==> src/rtl/bru_pkg.sv <==
package bru_pkg;

    localparam logic [2:0] CLS_WIDE   = 3'd5;
    localparam logic [2:0] CLS_NARROW = 3'd6;

    typedef enum logic [3:0] {
        BR_ALWAYS = 4'h0, BR_EQ   = 4'h1, BR_GTU  = 4'h2, BR_GEU  = 4'h3,
        BR_TEST   = 4'h4, BR_NE   = 4'h5, BR_GTS  = 4'h6, BR_GES  = 4'h7,
        BR_CALL   = 4'h8, BR_EXIT = 4'h9, BR_LTU  = 4'ha, BR_LEU  = 4'hb,
        BR_LTS    = 4'hc, BR_LES  = 4'hd, BR_RSV14 = 4'he, BR_RSV15 = 4'hf
    } br_code_e;

    typedef enum logic [1:0] {
        DISP_NONE = 2'd0,
        DISP_OFF  = 2'd1,
        DISP_IMM  = 2'd2
    } disp_sel_e;

    typedef enum logic {
        ST_IDLE = 1'b0,
        ST_HOLD = 1'b1
    } bru_state_e;

    typedef struct packed {
        logic eq;
        logic ltu;
        logic lts;
        logic overlap;
    } cmp_flags_t;

    function automatic logic cond_met(br_code_e c, cmp_flags_t f);
        logic r;
        case (c)
            BR_EQ:   r = f.eq;
            BR_NE:   r = !f.eq;
            BR_TEST: r = f.overlap;
            BR_GTU:  r = !f.ltu && !f.eq;
            BR_GEU:  r = !f.ltu;
            BR_LTU:  r = f.ltu;
            BR_LEU:  r = f.ltu || f.eq;
            BR_GTS:  r = !f.lts && !f.eq;
            BR_GES:  r = !f.lts;
            BR_LTS:  r = f.lts;
            BR_LES:  r = f.lts || f.eq;
            default: r = 1'b0;
        endcase
        return r;
    endfunction

endpackage

==> src/rtl/bru_cmp.sv <==
module bru_cmp
    import bru_pkg::*;
#(
    parameter int W = 64
) (
    input  logic [W-1:0] a,
    input  logic [W-1:0] b,
    output cmp_flags_t   flags
);
    always_comb begin
        flags.eq      = (a == b);
        flags.ltu     = (a < b);
        flags.lts     = ($signed(a) < $signed(b));
        flags.overlap = |(a & b);
    end
endmodule

==> src/rtl/bru_decode.sv <==
module bru_decode
    import bru_pkg::*;
(
    input  logic [7:0]  opcode,
    input  logic [3:0]  src_reg,
    input  cmp_flags_t  flags_wide,
    input  cmp_flags_t  flags_narrow,
    output logic        legal,
    output logic        take,
    output logic        call,
    output logic        ret,
    output disp_sel_e   dsel
);
    logic [2:0] cls;
    logic       use_reg;
    br_code_e   code;
    cmp_flags_t fsel;
    logic       cls_ok;

    assign cls     = opcode[2:0];
    assign use_reg = opcode[3];
    assign code    = br_code_e'(opcode[7:4]);
    assign cls_ok  = (cls == CLS_WIDE) || (cls == CLS_NARROW);
    assign fsel    = (cls == CLS_NARROW) ? flags_narrow : flags_wide;

    always_comb begin
        legal = 1'b0;
        take  = 1'b0;
        call  = 1'b0;
        ret   = 1'b0;
        dsel  = DISP_NONE;
        if (cls_ok) begin
            unique case (code)
                BR_ALWAYS: begin
                    legal = !use_reg && (src_reg == 4'd0);
                    take  = legal;
                    dsel  = (cls == CLS_WIDE) ? DISP_OFF : DISP_IMM;
                end
                BR_CALL: begin
                    legal = (cls == CLS_WIDE) && !use_reg && (src_reg <= 4'd2);
                    call  = legal;
                    take  = legal && (src_reg == 4'd1);
                    dsel  = DISP_IMM;
                end
                BR_EXIT: begin
                    legal = (cls == CLS_WIDE) && !use_reg && (src_reg == 4'd0);
                    ret   = legal;
                end
                BR_RSV14, BR_RSV15: begin
                    legal = 1'b0;
                end
                BR_EQ, BR_NE, BR_TEST, BR_GTU, BR_GEU, BR_LTU, BR_LEU,
                BR_GTS, BR_GES, BR_LTS, BR_LES: begin
                    legal = 1'b1;
                    take  = cond_met(code, fsel);
                    dsel  = DISP_OFF;
                end
            endcase
        end
    end
endmodule

==> src/rtl/bru_target.sv <==
module bru_target
    import bru_pkg::*;
#(
    parameter int PC_W  = 32,
    parameter int OFF_W = 16,
    parameter int IMM_W = 32
) (
    input  logic [PC_W-1:0]  pc,
    input  logic [OFF_W-1:0] offset,
    input  logic [IMM_W-1:0] imm,
    input  logic             take,
    input  disp_sel_e        dsel,
    output logic [PC_W-1:0]  target
);
    logic [PC_W-1:0] seq_pc;
    logic [PC_W-1:0] disp_off;
    logic [PC_W-1:0] disp_imm;
    logic [PC_W-1:0] disp;

    assign seq_pc   = pc + PC_W'(1);
    assign disp_off = PC_W'($signed(offset));
    assign disp_imm = PC_W'($signed(imm));

    always_comb begin
        unique case (dsel)
            DISP_OFF: disp = disp_off;
            DISP_IMM: disp = disp_imm;
            default:  disp = '0;
        endcase
        target = take ? (seq_pc + disp) : seq_pc;
    end
endmodule

==> src/rtl/bru_top.sv <==
module bru_top
    import bru_pkg::*;
#(
    parameter int XLEN  = 64,
    parameter int PC_W  = 32,
    parameter int OFF_W = 16
) (
    input  logic             clk,
    input  logic             rst_n,
    input  logic             issue,
    input  logic [7:0]       opcode,
    input  logic [3:0]       src_reg,
    input  logic [OFF_W-1:0] offset,
    input  logic [XLEN/2-1:0] imm,
    input  logic [XLEN-1:0]  dst_val,
    input  logic [XLEN-1:0]  src_val,
    input  logic [PC_W-1:0]  pc,
    output logic             res_valid,
    output logic             taken,
    output logic [PC_W-1:0]  next_pc,
    output logic             is_call,
    output logic             is_exit,
    output logic             illegal
);
    localparam int HALF = XLEN / 2;

    bru_state_e state_q, state_nx;

    logic [XLEN-1:0] b_wide;
    logic [HALF-1:0] b_narrow;
    cmp_flags_t      f_wide, f_narrow;
    logic            d_legal, d_take, d_call, d_ret;
    disp_sel_e       d_sel;
    logic [PC_W-1:0] d_target;

    assign b_wide   = opcode[3] ? src_val : XLEN'($signed(imm));
    assign b_narrow = opcode[3] ? src_val[HALF-1:0] : imm;

    bru_cmp #(.W(XLEN)) u_cmp_wide (
        .a(dst_val), .b(b_wide), .flags(f_wide)
    );

    bru_cmp #(.W(HALF)) u_cmp_narrow (
        .a(dst_val[HALF-1:0]), .b(b_narrow), .flags(f_narrow)
    );

    bru_decode u_dec (
        .opcode(opcode), .src_reg(src_reg),
        .flags_wide(f_wide), .flags_narrow(f_narrow),
        .legal(d_legal), .take(d_take), .call(d_call), .ret(d_ret),
        .dsel(d_sel)
    );

    bru_target #(.PC_W(PC_W), .OFF_W(OFF_W), .IMM_W(HALF)) u_tgt (
        .pc(pc), .offset(offset), .imm(imm),
        .take(d_take), .dsel(d_sel), .target(d_target)
    );

    // state register
    always_ff @(posedge clk) begin
        if (!rst_n) state_q <= ST_IDLE;
        else        state_q <= state_nx;
    end

    always_comb begin
        unique case (state_q)
            ST_IDLE: state_nx = issue ? ST_HOLD : ST_IDLE;
            ST_HOLD: state_nx = issue ? ST_HOLD : ST_IDLE;
        endcase
    end

    // result registers, loaded on every issued instruction
    always_ff @(posedge clk) begin
        if (!rst_n) begin
            taken   <= 1'b0;
            next_pc <= '0;
            is_call <= 1'b0;
            is_exit <= 1'b0;
            illegal <= 1'b0;
        end else if (issue) begin
            taken   <= d_take;
            next_pc <= d_target;
            is_call <= d_call;
            is_exit <= d_ret;
            illegal <= !d_legal;
        end
    end

    assign res_valid = (state_q == ST_HOLD);
endmodule

==> config.mk <==
export PLATFORM = sky130hd
export DESIGN_NAME = bru_top
export DESIGN_NICKNAME = d
export VERILOG_FILES = /design/src/rtl/bru_pkg.sv /design/src/rtl/bru_cmp.sv /design/src/rtl/bru_decode.sv /design/src/rtl/bru_target.sv /design/src/rtl/bru_top.sv
export SDC_FILE = /design/constraint.sdc
export NUM_CORES = 1
export LEC_CHECK = 0
export BUFFER_PORTS_ARGS = -buffer_cell sky130_fd_sc_hd__buf_2
export CORE_ASPECT_RATIO = 1.4
export CORE_MARGIN = 1.5
export CORE_UTILIZATION = 35
export CTS_BUF_LIST = sky130_fd_sc_hd__clkbuf_2 sky130_fd_sc_hd__clkbuf_4 sky130_fd_sc_hd__clkbuf_8
export DETAILED_ROUTE_END_ITERATION = 6
export PLACE_DENSITY_LB_ADDON = 0.1
export SKIP_CTS_REPAIR_TIMING = 1
export SLEW_MARGIN = 0
export SYNTH_ARGS = -nofsm -noshare
export SYNTH_HDL_FRONTEND = slang
export SYNTH_SLANG_ARGS = --single-unit
==> constraint.sdc <==
create_clock -name clk -period 6.4 [get_ports clk]
set_clock_uncertainty 0.2 [all_clocks]
set_input_delay 1.28 -clock clk [delete_from_list [all_inputs] [get_ports clk]]
set_output_delay 1.28 -clock clk [all_outputs]
set_load 0.03 [all_outputs]
==> impl_metrics.toml <==
[setup_path]
crit_buf_inv = 3
cp_max_fo = 13
crit_chain = "buf_2, nor2b_1, and2_1, nor2_1, o21ai_0, and3_1, inv_1, ha_1, buf_4, a22oi_1, nor2_1, ha_1, o21ai_0, a211oi_1, o211ai_1, a31oi_1, o21ai_0, a21o_1, mux2i_1, o32a_1, o31ai_1, o31a_1"
rrSetupSlack_ps = 5290
cp.required_ps = 6410
regToRegStartpoint = "next_pc[31]"
cp_slowest_stage_delay_ps = 470
arrival_ps = 5700
cp.depth = 22
critPathKind = "in -> reg"
cp_top_family = "compound AO/OA/AOI/OAI gates"
rr_worst_depth = 4
cp-end-kind = "flop"
cpMostUsedCell = "o21ai_0"
crit_slowest_cell = "a211oi_1"
critPathLaunch = "opcode[0]"
crit_end = "next_pc[31]"
regToRegEndpoint = "next_pc[31]"
critPathLaunchType = "input pin"

[timing]
finalHoldViolCount = 0
maxSlewHeadroom_pct = 55.30
worst_pin_slew_ps = 668.6
period_needed_ps = 5693
grt_setup_unrepaired = "false"
setup_viol = 0
fin_tns_setup_ps = 0
min_period_over_period_pct = 88.95
max_clock_freq_ghz = 0.1757
drv_slew = 0

[global_routing]
grt_pass1_vias = 8125
grt_pass1_wl_um = 41530
track_usage_pct = 23.05
grt_overflow = 0
antenna_found_initial = 1
grt_max_degree = 67

[floorplan]
die_w_um = 128.3
coreArea_um2 = 21700
io_pins = 260
die_h_um = 178.4
rows = 64
start_util_pct = 35.44
die_area_um2 = 22880

[clock_network]
cts_inserted_buffers = 5
cts-root-buf = "clkbuf_8"
insertion_delay_ps = 300
cts_tree = "yes"
cts_buffer_depth = 2
htreeDepth = 2
clkTransAtPathRegs_ps = 90
clock-sinks = 37

[logic_synthesis]
synth_cell_type_count = 71
synth.cell_area_um2 = 7690
ys_seq_elements = 37
synth_edf_count = 0
synth_ff_type = "dfxtp_1"
yosys_warnings = 0
yosysSeqAreaShare_pct = 9.632
synthesis.nets = 1431
synthArstFlopShare_pct = 0
synthCells = 1045
syn_avg_cell_area_um2 = 7.359

[finish]
instances_no_fill = 1580
drive_above_1_share_pct = 23.79
nets = 1667
area_delta_synth_final_pct = 22.24
nFillCells = 2358
final_util_pct = 43.32
final_cell_mix = "buf_2, ha_1, a21oi_1, inv_1, nand2_1"
final_common_cell = "buf_2"

[route]
num_vias = 8340
route.detailed.drc = 0
vias_per_cell = 5.278
ant_nets = 0
finalWirelength_um = 27060
wl_per_cell_um = 17.12
drtPass1Iterations = 5
drt_iter0_drc = 451

[power]
power.density_nw_per_um2 = 106.4
peakVddDrop_mv = 0.1232
leakage_nw = 4.844

[placed_design]
dp_hpwl_um = 23240
gp_congestion = 0.9510
io_buffers = 259
placed_cells = 1571

[status]
status = "finished, final reports clean"

[flow_run]
drv_cap = 0

[worst_hold_path]
hold_class = "reg -> reg"
==> cell type report <==
type	count	area [um2]	share of cell area, %
inverters	89	334.1	3.554
flip-flops and latches	37	740.7	7.880
multi-input cells	874	6417	68.27
clock buffers	5	68.82	0.7321
clock inverters	3	43.79	0.4659
repair buffers	274	1421	15.12
well taps	297	371.6	3.953
diodes	1	2.502	0.02662
==> worst min-delay path by stage <==
stage                        from       to  depth (start not counted)
after floorplan             taken    taken                          2
after global placement    is_exit  is_exit                          2
after detailed placement  is_exit  is_exit                          2
after CTS                 is_exit  is_exit                          2
after global routing      is_exit  is_exit                          2
final                     is_exit  is_exit                          2
==> cells in the mapped netlist (13+ instances only) <==
master    count  area (um2)
nand4_1      20       125.1
a21oi_1     110       550.5
a31oi_1      22       137.6
inv_1        87       326.6
a22oi_1      16       120.1
xor2_1       20       175.2
and3_1       13       81.33
nor2_1       58       217.7
nand3_1      48       240.2
mux2i_1      33       330.3
nand2_1      84       315.3
a211oi_1     17       127.6
ha_1        162        2027
a21o_1       18       135.1
dfxtp_1      37       740.7
clkbuf_1     32       120.1
xnor2_1      35       306.5
o21ai_0      71       355.3
nor3_1       15       75.07
nor4_1       22       137.6
==> worst reg2reg max path, delay by kind of cell (launching register included) <==
| kind | cells | cell delay, ps |
|---|---|---|
| compound gates | 3 | 440 |
| flops | 1 | 320 |
| buf+inv | 1 | 50 |
==> cell families after synthesis <==
| kind of cell | share of synthesized area [%] |
|---|---|
| mux | 4.442 |
| compound gates | 25.84 |
| simple gates | 20.26 |
| fa+ha+maj | 26.62 |
| buf+inv | 6.948 |
| xor+xnor | 6.264 |
| flops | 9.632 |
==> stage by stage <==
step           worst slack [ps]  hold WS [ps]  total power (W)  cell area, um2
2_1_floorplan              1042         405.7        0.0005869            7690
3_3_place_gp              515.7         270.8        0.0007853            9285
3_5_place_dp              423.0         287.5        0.0007859            9285
4_1_cts                   736.4         309.4         0.001014            9398
5_1_grt                   270.8         354.0         0.001080            9400
6_report                  707.3         308.4        0.0009998            9400
==> sequential cells by signal, summed over array words and instances (netlist names) <==
| name | flops |
|---|---|
| is_call | 1 |
| illegal | 1 |
| next_pc | 32 |
| taken | 1 |
| is_exit | 1 |
| res_valid | 1 |
==> per-layer routing <==
| layer | part of all wire, % | up-vias | track usage (%) |
|---|---|---|---|
| met2 | 52 | 249 | 44.58 |
| li1 | - | 4269 | - |
| met4 | 1.8 | 0 | 5.384 |
| met1 | 41 | 3797 | 27.11 |
| met5 | 0 | - | 0 |
| met3 | 4.9 | 25 | 1.920 |
==> where the power goes <==
group / total [W] / internal, W / switching (W)
clock: 0.000220 / 0.000117 / 0.000103
combinational: 0.000522 / 0.000207 / 0.000315
sequential: 0.000258 / 0.000248 / 0.0000101
total: 0.00100 / 0.000572 / 0.000428
Power figures use the tool's default switching activity.
